[src/rtl/flash_guard.sv]
module flash_guard #(
  parameter int DW   = 8,
  parameter int NBLK = 6
) (
  input  logic          clk,
  input  logic          rst_n,
  input  logic          hstby_n,
  input  logic          sstby,
  input  logic          ev_flash_rd,
  input  logic          ev_exc,
  input  logic          ev_sleep,
  input  logic          ev_bus_rel,
  input  logic          wr_en,
  input  logic          rd_en,
  input  logic          addr,
  input  logic [DW-1:0] wdata,
  output logic [DW-1:0] rdata,
  output logic          err_flag,
  output logic [2:0]    mode,
  output logic          perm_rd,
  output logic          perm_vf,
  output logic          perm_pr,
  output logic          perm_er
);
  localparam logic [2:0] M_PROT = 3'd0, M_NORM = 3'd1, M_PROG = 3'd2, M_ERAS = 3'd3,
                         M_SSTB = 3'd4, M_ERR  = 3'd5, M_ESTB = 3'd6;

  logic            clr_n;
  logic            prog_q, erase_q, err_q;
  logic [NBLK-1:0] blk_q;
  logic [DW-1:0]   ctrl_word, blk_word;

  assign clr_n = rst_n & hstby_n;

  wire pe      = prog_q | erase_q;
  wire hit     = pe & (ev_flash_rd | ev_exc | ev_sleep | ev_bus_rel);
  wire ctrl_wr = wr_en & ~addr & ~sstby & ~err_q & ~hit;
  wire blk_wr  = wr_en & addr & ~sstby;

  always_comb begin
    ctrl_word       = '0;
    ctrl_word[0]    = prog_q;
    ctrl_word[1]    = erase_q;
    ctrl_word[DW-1] = err_q;
    blk_word              = '0;
    blk_word[NBLK-1:0]    = blk_q;
  end

  always_ff @(posedge clk or negedge clr_n) begin
    if (!clr_n) begin
      prog_q  <= 1'b0;
      erase_q <= 1'b0;
      err_q   <= 1'b0;
      blk_q   <= '0;
      rdata   <= '0;
    end else begin
      if (hit) err_q <= 1'b1;
      if (sstby || hit) begin
        prog_q  <= 1'b0;
        erase_q <= 1'b0;
      end else if (ctrl_wr) begin
        prog_q  <= wdata[0] & ~wdata[1];
        erase_q <= wdata[1] & ~wdata[0];
      end
      if (sstby) blk_q <= '0;
      else if (blk_wr) blk_q <= wdata[NBLK-1:0];
      if (rd_en) rdata <= addr ? blk_word : ctrl_word;
    end
  end

  always_comb begin
    if (!clr_n)       mode = M_PROT;
    else if (sstby)   mode = err_q ? M_ESTB : M_SSTB;
    else if (err_q)   mode = M_ERR;
    else if (prog_q)  mode = M_PROG;
    else if (erase_q) mode = M_ERAS;
    else              mode = M_NORM;
  end

  assign err_flag = err_q;
  assign perm_rd  = (mode == M_NORM) || (mode == M_ERR);
  assign perm_vf  = (mode == M_NORM) || (mode == M_PROG) || (mode == M_ERAS);
  assign perm_pr  = (mode == M_PROG);
  assign perm_er  = (mode == M_ERAS);

  a_r2_exclusive: assert property (@(posedge clk) disable iff (!clr_n) !(prog_q && erase_q));
  a_r4_event_traps: assert property (@(posedge clk) disable iff (!clr_n)
    (pe && (ev_flash_rd || ev_exc || ev_sleep || ev_bus_rel)) |=> (err_q && !prog_q && !erase_q));
  a_r8_idle_quiet: assert property (@(posedge clk) disable iff (!clr_n)
    (!pe && !err_q) |=> !err_q);
  a_r9_err_sticky: assert property (@(posedge clk) disable iff (!clr_n) err_q |=> err_q);
  a_r12_standby_init: assert property (@(posedge clk) disable iff (!clr_n)
    sstby |=> (!prog_q && !erase_q && blk_q == '0));
  a_r3_err_no_write: assert property (@(posedge clk) disable iff (!clr_n)
    err_flag |-> (!perm_pr && !perm_er && !perm_vf));
  a_r3_one_writer: assert property (@(posedge clk) disable iff (!clr_n) $onehot0({perm_pr, perm_er}));
endmodule

[config.mk]
export PLATFORM = sky130hd
export DESIGN_NAME = flash_guard
export DESIGN_NICKNAME = d
export VERILOG_FILES = /design/src/rtl/flash_guard.sv
export SDC_FILE = /design/constraint.sdc
export NUM_CORES = 1
export LEC_CHECK = 0
export BUFFER_PORTS_ARGS = -buffer_cell sky130_fd_sc_hd__buf_2
export CORE_AREA = 2 2 46 48
export CTS_CLUSTER_SIZE = 10
export DETAILED_ROUTE_END_ITERATION = 7
export DIE_AREA = 0 0 48 50
export PLACE_DENSITY_LB_ADDON = 0.2
export SLEW_MARGIN = 20
export SYNTH_ARGS = -nofsm -noshare
export SYNTH_HDL_FRONTEND = slang
export SYNTH_SLANG_ARGS = --single-unit
[constraint.sdc]
create_clock -name clk -period 1.5 [get_ports clk]
set_clock_uncertainty 0.1 [all_clocks]
set_input_delay 0.075 -clock clk [delete_from_list [all_inputs] [get_ports clk]]
set_output_delay 0.075 -clock clk [all_outputs]
set_load 0.1 [all_outputs]
==> results of run 1 <==
## cells in the final DEF (no fill, tap or decap), types with 4 or more instances in the layout
cell type      count
nand2_1           10
nand3_1           10
buf_2             24
buf_12             7
o21ai_0            4
a21oi_1            8
dlygate4sd3_1      6
dfrtp_1           13
inv_1              6
mux2i_1            4
## synthesized netlist by cell type (2+ instances only)
cell	number
nor3_1	5
nor4_1	2
mux2i_1	4
dfrtp_1	16
o21ai_0	5
nand2_1	10
nor2_1	7
inv_1	6
buf_2	2
nor2b_1	2
clkbuf_1	2
nand3_1	10
a21oi_1	9
## flip-flops by register name (all words and copies together), names as in the netlist
name and count:
prog_q 1, rdata 7, blk_q 6, err_flag 1, erase_q 1
## layer usage
layer  global-route usage (%)  up-vias
met5                        0        -
met3                     5.49        0
met4                     2.70        0
li1                         -      377
met2                     23.1       23
met1                     23.2      338
## what timing repair did
| action | in CTS | in global routing |
|---|---|---|
| pin swaps | 4 | 1 |
| hold buffers | 6 | 0 |
| endpoints found under the hold margin | 6 | 0 |
| setup endpoints to repair | 5 | 8 |
| gates resized for setup | 9 | 3 |
| buffers inserted | 2 | 0 |
## cell families (layout without fill, tap and decap cells)
group	count (synthesis)	after routing	synth area share (%)
and+or+nand+nor	41	41	26.9
DFF	16	16	50.1
AOI/OAI and AO/OA	15	15	9.55
buffers and inverters	13	51	7.98
muxes	4	4	5.01
other	1	1	0.469
## per-stage QoR
step                instance area, um^2  hold WS [ns]  power [mW]
global placement                   1130         0.225       0.732
floorplan                           861        0.0840       0.666
CTS                                1270       0.00322        1.03
finish                             1280        0.0138        1.02
global route                       1280        0.0215        1.07
detailed placement                 1130         0.231       0.736
## worst max-delay path, delay by kind of cell, from the launching register on
family / cells / cell delay, ns
AO/OA/AOI/OAI: 2 / 0.25
buffers and inverters: 1 / 0.20
flip-flops: 1 / 0.54
AND/OR/NAND/NOR: 1 / 0.12
## area by class of cell
cell class                 count  area share, %
clock buffer                   4           2.83
sequential                    16           31.8
inverter                       6           1.76
tap                           27           2.64
multi-input combinational     61           33.3
timing repair buffer          41           27.7
## power breakdown
part	switching (mW)	leakage, nW	internal [mW]
clock network	0.128	0.0210	0.148
logic	0.204	0.347	0.0768
registers	0.0109	0.209	0.450
## worst max path at each step
stage / start / end / slack (ns) / cells past startpoint
final: err_flag$_DFFE_PP0P_ / mode[1] / -0.06 / 4
after floorplan: err_flag$_DFFE_PP0P_ / perm_pr / -0.77 / 3
after global placement: err_flag$_DFFE_PP0P_ / mode[1] / 0.13 / 4
after CTS: err_flag$_DFFE_PP0P_ / perm_rd / -0.08 / 4
after detailed placement: err_flag$_DFFE_PP0P_ / mode[1] / 0.12 / 4
after global routing: err_flag$_DFFE_PP0P_ / mode[1] / -0.11 / 4
==> qor.txt, run 1 <==
Crit Path Category: reg2out
worst min path class: in2reg
# nets final: 148
TritonCTS buffer count: 3
#FFs+latches synth: 16
crit path time final: 1.56 ns
final WL: 1700 um
clock slew at reported path FFs: 0.09 ns
DRC Markers: 0
Post-Layout Cell Count: 155
Clock Sinks: 16
DRT Pass-1 Iters: 4
CTS tree: built
Cells after DPL: 143
Area contributors post-synth: dfrtp_1 50%, nand3_1 6.3%, a21oi_1 5.6%, mux2i_1 5.0%, nand2_1 4.7%
Top FF cell, synth: dfrtp_1
IO Port Bufs: 31
multi-input combinational cell area: 427 um^2
HP Start: rd_en
Seq/Total Area, Yosys: 50.1%
RSZ-0062 raised after global routing: true
Synth warnings: 0
Final GP Congestion: 0.707
Final Cycle Share: 104%
setup TNS: -0.255 ns
number of core rows: 16
max-slew violation count: 0
max_cap viols: 0
core area: 1900 um^2
Root Buffer: clkbuf_4
pin count of the biggest net entering global routing: 16
async set or reset register ratio after synthesis: 100%
failing checks: negative setup slack
cell count after synthesis: 90
met3 wire length: 81 um
R2R Path Start: err_flag$_DFFE_PP0P_
H-tree levels: 1
syn_area_per_cell: 8.88 um^2
CP max FO: 8
critical-path cell list: nor2_4, o21ai_2, a21oi_2, buf_12
Post-synth EDFFs: 0
Final Hold Violating Endpoints: 0
fmax: 0.640 GHz
number of global-route vias before repair: 660
global route overflow: 0
FF+latch area: 407 um^2
via/cell ratio: 4.76
Routed met2 length: 828 um
Setup WS pre-CTS: 0.118 ns
Vert. Die Dim: 50 um
Reg2Reg Setup Slack: 0.02 ns
met1 wire length: 793 um
Synth top area share: 50.1%
final setup fails: 5
GRT Util Overall: 16.0%
routed via count: 738
share of cells above drive strength 1: 44.5%
Antenna diodes: 0
Wirelength per Cell: 11.0 um
worst-case vdd ir drop: 0.495 mV
Clock Latency Late Sink: 0.28 ns
number of library cell types mapped by synthesis: 23
Worst Slack Setup Final: -0.0630 ns
clock tree buffer depth: 2
Setup crit start kind: flip-flop
Worst EP arrival: 1.39 ns
Detail Placement HPWL: 1240 um
Worst EP required: 1.32 ns
Synth Cell Area: 800 um^2
Initial Utilization: 42.0%
Top Metal Used: met3
Die Wd: 48 um
Lkg Pwr: 0.577 nW
Die ar.: 2400 um^2
CP max stage cell: dfrtp_4
Area growth syn-to-layout: 60.1%
Ports: 35
worst hold path endpoint: rdata[1]$_DFFE_PP0P_
nature of the critical path endpoint: primary output
hold path cells: 2
initial antenna violation count: 0
CP peak stage delay: 0.54 ns
initial DRC count: 25
syn_nets: 109
post-route ant nets: 0
Util after Layout: 67.3%
first-pass GRT wire length: 2770 um
Worst Reg-to-Reg Cells: 4
R2R Path End: erase_q$_DFFE_PP0P_
outcome: finished, violations left
Filler cells: 165
largest area contributor in the netlist: dfrtp_1
power per standard cell area: 795 nW/um^2
Note: power is estimated with default switching activity, not from simulation.
==> run 2: changes to the inputs <==
--- a/config.mk
+++ b/config.mk
@@ -10,6 +10,7 @@
 export CTS_CLUSTER_SIZE = 10
 export DETAILED_ROUTE_END_ITERATION = 7
 export DIE_AREA = 0 0 48 50
+export HOLD_SLACK_MARGIN = 0.05
 export PLACE_DENSITY_LB_ADDON = 0.2
 export SLEW_MARGIN = 20
 export SYNTH_ARGS = -nofsm -noshare
==> run 2 against run 1 <==
  * The run still ends with negative setup slack left
  * Cell count grew 4.5%
  * Critical path type unchanged
  * Global-route usage grew 0.49 points
  * Largest cell class unchanged
  * Clock power is essentially flat
  * Critical endpoint is now perm_er
  * Routed wire length grew 7.2%
  * Hold slack gained 0.042 ns
==> qor.txt, run 2 (synthesis gave the netlist of run 1 again) <==
largest register by flop count: rdata
Detail Placement HPWL: 1240 um
global route overflow: 0
fmax: 0.638 GHz
Clock Sinks: 16
Reg2Reg Setup Slack: 0.02 ns
max FFs per register: 7
Crit Path Category: reg2out
Antenna diodes: 0
CTS tree: built
Util after Layout: 71.0%
final WL: 1830 um
GRT Util Overall: 16.5%
max-slew violation count: 0
Final Hold Violating Endpoints: 0
initial DRC count: 13
CP max FO: 8
Setup crit start kind: flip-flop
TritonCTS buffer count: 3
commonest non-fill, non-tap cell in the layout: buf_2
H-tree levels: 1
Final GP Congestion: 0.707
R2R Path Start: err_flag$_DFFE_PP0P_
number of global-route vias before repair: 689
first-pass GRT wire length: 2850 um
worst-case vdd ir drop: 0.499 mV
Final Cycle Share: 104%
CP peak stage delay: 0.54 ns
initial antenna violation count: 0
Setup WS pre-CTS: 0.118 ns
post-route ant nets: 0
max_cap viols: 0
Die ar.: 2400 um^2
Area growth syn-to-layout: 68.9%
Design Area, Final: 1350 um^2
Vert. Die Dim: 50 um
largest registers: rdata: 7 flops, blk_q: 6 flops
Clock Latency Late Sink: 0.29 ns
Lkg Pwr: 0.594 nW
Filler cells: 157
Worst Slack Setup Final: -0.0672 ns
nature of the critical path endpoint: primary output
worst min path class: in2async
clock slew at reported path FFs: 0.09 ns
most frequent cells in the layout: 24 x buf_2, 13 x dfrtp_1, 13 x dlygate4sd3_1
DP Area: 1130 um^2
final setup fails: 5
Root Buffer: clkbuf_4
Worst EP required: 1.32 ns
Wirelength per Cell: 11.3 um
# nets final: 155
Ports: 35
via/cell ratio: 4.73
Crit. Startpoint: err_flag$_DFFE_PP0P_
crit path time final: 1.57 ns
clock tree buffer depth: 2
routed via count: 766
failing checks: negative setup slack
setup TNS: -0.279 ns
DRT Pass-1 Iters: 4
share of cells above drive strength 1: 42.2%
DRC Markers: 0
Initial Utilization: 42.0%
Die Wd: 48 um
pin count of the biggest net entering global routing: 16
core area: 1900 um^2
RSZ-0062 raised after global routing: true
Worst EP arrival: 1.39 ns
number of core rows: 16
power per standard cell area: 765 nW/um^2
critical-path cell list: nand2b_4, nor4_4, buf_12
IO Port Bufs: 31
outcome: finished, violations left
CP max stage cell: dfrtp_4
## run 2: what timing repair did
action	in CTS	in global routing
hold buffers	13	0
endpoints found under the hold margin	15	0
setup endpoints to repair	5	8
buffers inserted	2	0
pin swaps	4	1
gates resized for setup	9	3
## run 2: per-layer routing
layer	track usage [%]	up-vias	share of wire, %
li1	-	393	-
met1	21.8	352	43
met2	26.0	18	52
met3	5.49	3	3.7
met4	2.70	0	0.60
met5	0	-	0
## run 2: worst max-delay path, delay by kind of cell (launching register included)
| family | cells | cell delay (ns) |
|---|---|---|
| buffers and inverters | 1 | 0.21 |
| DFF | 1 | 0.54 |
| and+or+nand+nor | 2 | 0.34 |
## run 2: report_power, final
group / switching [mW] / total [mW] / internal, mW
combinational: 0.206 / 0.293 / 0.0861
sequential: 0.0111 / 0.461 / 0.450
clock: 0.131 / 0.279 / 0.148
total: 0.349 / 1.03 / 0.684
## run 2: worst paths after layout
check	endpoint	cells past startpoint
worst max-delay path	perm_er	3
worst min register to register	rdata[3]$_DFFE_PP0P_	2
max in group asynchronous	err_flag$_DFFE_PP0P_	5
worst min-delay path	rdata[7]$_DFFE_PP0P_	4
worst max register to register	erase_q$_DFFE_PP0P_	4
min in group clk	prog_q$_DFFE_PP0P_	4
## run 2: area by class of cell
type | count | area (um^2) | share of cell area [%]
clock buffers | 4 | 36.3 | 2.69
inverters | 6 | 22.5 | 1.67
well taps | 27 | 33.8 | 2.50
flip-flops and latches | 16 | 407 | 30.1
repair buffers | 48 | 424 | 31.4
multi-input cells | 61 | 427 | 31.6
## run 2: through the flow
step / hold slack, ns / std cells / power [mW]
global route: 0.0868 / 162 / 1.08
global placement: 0.225 / 143 / 0.732
finish: 0.0553 / 162 / 1.03
detailed placement: 0.231 / 143 / 0.736
CTS: 0.0578 / 162 / 1.04
floorplan: 0.0840 / 90 / 0.666
==> run 3: changes to the inputs <==
--- a/config.mk
+++ b/config.mk
@@ -10,7 +10,7 @@
 export CTS_CLUSTER_SIZE = 10
 export DETAILED_ROUTE_END_ITERATION = 7
 export DIE_AREA = 0 0 48 50
-export HOLD_SLACK_MARGIN = 0.05
+export HOLD_SLACK_MARGIN = 0.08
 export PLACE_DENSITY_LB_ADDON = 0.2
 export SLEW_MARGIN = 20
 export SYNTH_ARGS = -nofsm -noshare
==> run 3 against run 2 <==
  * The run still ends with negative setup slack left
  * Utilization rose by 3.7 points
  * First-iteration DRC count is 31% lower
  * Total power increased by 1.7%
  * Sequential share of layout area is 1.5 points lower
  * Flip-flop and latch count unchanged
  * Critical path depth unchanged
  * Worst setup slack got worse by 0.011 ns
  * Global-route usage grew 1.4 points
  * Non-clock buffer count is 7 higher
  * Hold slack gained 0.050 ns
  * Critical endpoint unchanged
  * Largest cell class is now non-clock buffers
  * Largest power group unchanged
==> qor.txt, run 3 (synthesis gave the netlist of run 1 again) <==
outcome: finished, violations left
failing checks: negative setup slack
Die ar.: 2400 um^2
Wirelength per Cell: 11.7 um
Critical path buffers and inverters: 1
clock slew at reported path FFs: 0.09 ns
number of core rows: 16
clock tree buffer depth: 2
post-route ant nets: 0
multi-input combinational cell area: 427 um^2
fmax: 0.634 GHz
Clock Latency Late Sink: 0.29 ns
power per standard cell area: 739 nW/um^2
max-slew violation count: 0
first-pass GRT wire length: 3100 um
number of global-route vias before repair: 730
TritonCTS buffer count: 3
initial antenna violation count: 0
Die Wd: 48 um
routed via count: 798
Lkg Pwr: 0.623 nW
final WL: 1970 um
setup TNS: -0.280 ns
CP peak stage delay: 0.54 ns
commonest non-fill, non-tap cell in the layout: buf_2
Final Hold Violating Endpoints: 0
core area: 1900 um^2
IO Port Bufs: 31
critical-path cell list: nand2b_4, nor4_4, buf_12
worst min path class: in2reg
H-tree levels: 1
Worst Slack Setup Final: -0.0779 ns
initial DRC count: 9
RSZ-0062 raised after global routing: true
largest registers: rdata: 7 flops, blk_q: 6 flops
CP max stage cell: dfrtp_4
Final Cycle Share: 105%
nature of the critical path endpoint: primary output
final setup fails: 5
Filler cells: 147
Root Buffer: clkbuf_4
DRT Pass-1 Iters: 4
worst hold slack: 0.105 ns
Crit Path Category: reg2out
Clock Sinks: 16
crit path time final: 1.58 ns
Worst EP arrival: 1.40 ns
global route overflow: 0
Final GP Congestion: 0.707
FF+latch area: 407 um^2
# nets final: 162
Setup crit start kind: flip-flop
worst-case vdd ir drop: 0.497 mV
DRC Markers: 0
GRT Util Overall: 17.8%
CTS tree: built
max_cap viols: 0
Ports: 35
via/cell ratio: 4.72
share of cells above drive strength 1: 40.8%
Detail Placement HPWL: 1240 um
Util after Layout: 74.7%
CP max FO: 8
delay-heaviest family, CP: flip-flops
Worst EP required: 1.32 ns
Initial Utilization: 42.0%
largest register by flop count: rdata
max FFs per register: 7
Area growth syn-to-layout: 77.8%
most frequent cells in the layout: 24 x buf_2, 19 x dlygate4sd3_1, 13 x dfrtp_1
Vert. Die Dim: 50 um
Antenna diodes: 0
pin count of the biggest net entering global routing: 16
run 3: repair_timing:
item	CTS	global route
buffers inserted	2	1
gates resized for setup	9	4
endpoints found under the hold margin	22	0
hold buffers	19	0
setup endpoints to repair	5	8
cloned	0	0
pin swaps	4	2
run 3: area by class of cell:
cell class                      instances  area share, %
Clock buffer                            4           2.55
Inverter                                6           1.58
Multi-Input combinational cell         61           30.0
Sequential cell                        16           28.6
Tap cell                               27           2.38
Timing Repair Buffer                   55           34.9
run 3: stage by stage:
stage                     setup WS (ns)  area, um^2  std cells  power [mW]
after detailed placement          0.118        1130        143       0.736
after floorplan                  -0.770         861         90       0.666
after CTS                       -0.0764        1400        168        1.05
after global routing             -0.127        1420        169        1.10
after global placement            0.131        1130        143       0.732
final                           -0.0779        1420        169        1.05
run 3: path summary, 6_finish.rpt:
kind / from / endpoint / slack [ns] / cells after the start
worst min-delay path: addr / rdata[2]$_DFFE_PP0P_ / 0.11 / 3
worst min register to register: blk_q[3]$_DFFE_PP0P_ / rdata[3]$_DFFE_PP0P_ / 0.42 / 2
max in group asynchronous: rst_n / err_flag$_DFFE_PP0P_ / 0.23 / 6
min in group asynchronous: hstby_n / rdata[7]$_DFFE_PP0P_ / 0.63 / 5
worst max-delay path: err_flag$_DFFE_PP0P_ / perm_er / -0.08 / 3
worst max register to register: err_flag$_DFFE_PP0P_ / erase_q$_DFFE_PP0P_ / 0.04 / 4
run 3: tightest hold or removal path: stages:
cell     delay, ns
buf_2         0.20
nand3_1       0.11
o21ai_0       0.07
run 3: layer usage:
layer | global-route usage [%] | part of all wire [%] | vias to the layer above
met3 | 5.49 | 3.7 | 3
met5 | 0 | 0 | -
li1 | - | - | 407
met1 | 24.9 | 44 | 367
met4 | 2.70 | 0.56 | 0
met2 | 27.3 | 51 | 21
run 3: where the power goes:
group	switching (mW)	internal (mW)	leakage, nW	total [mW]
logic	0.210	0.0972	0.394	0.307
registers	0.0112	0.450	0.209	0.461
clock network	0.134	0.148	0.0210	0.282
total	0.355	0.695	0.623	1.05
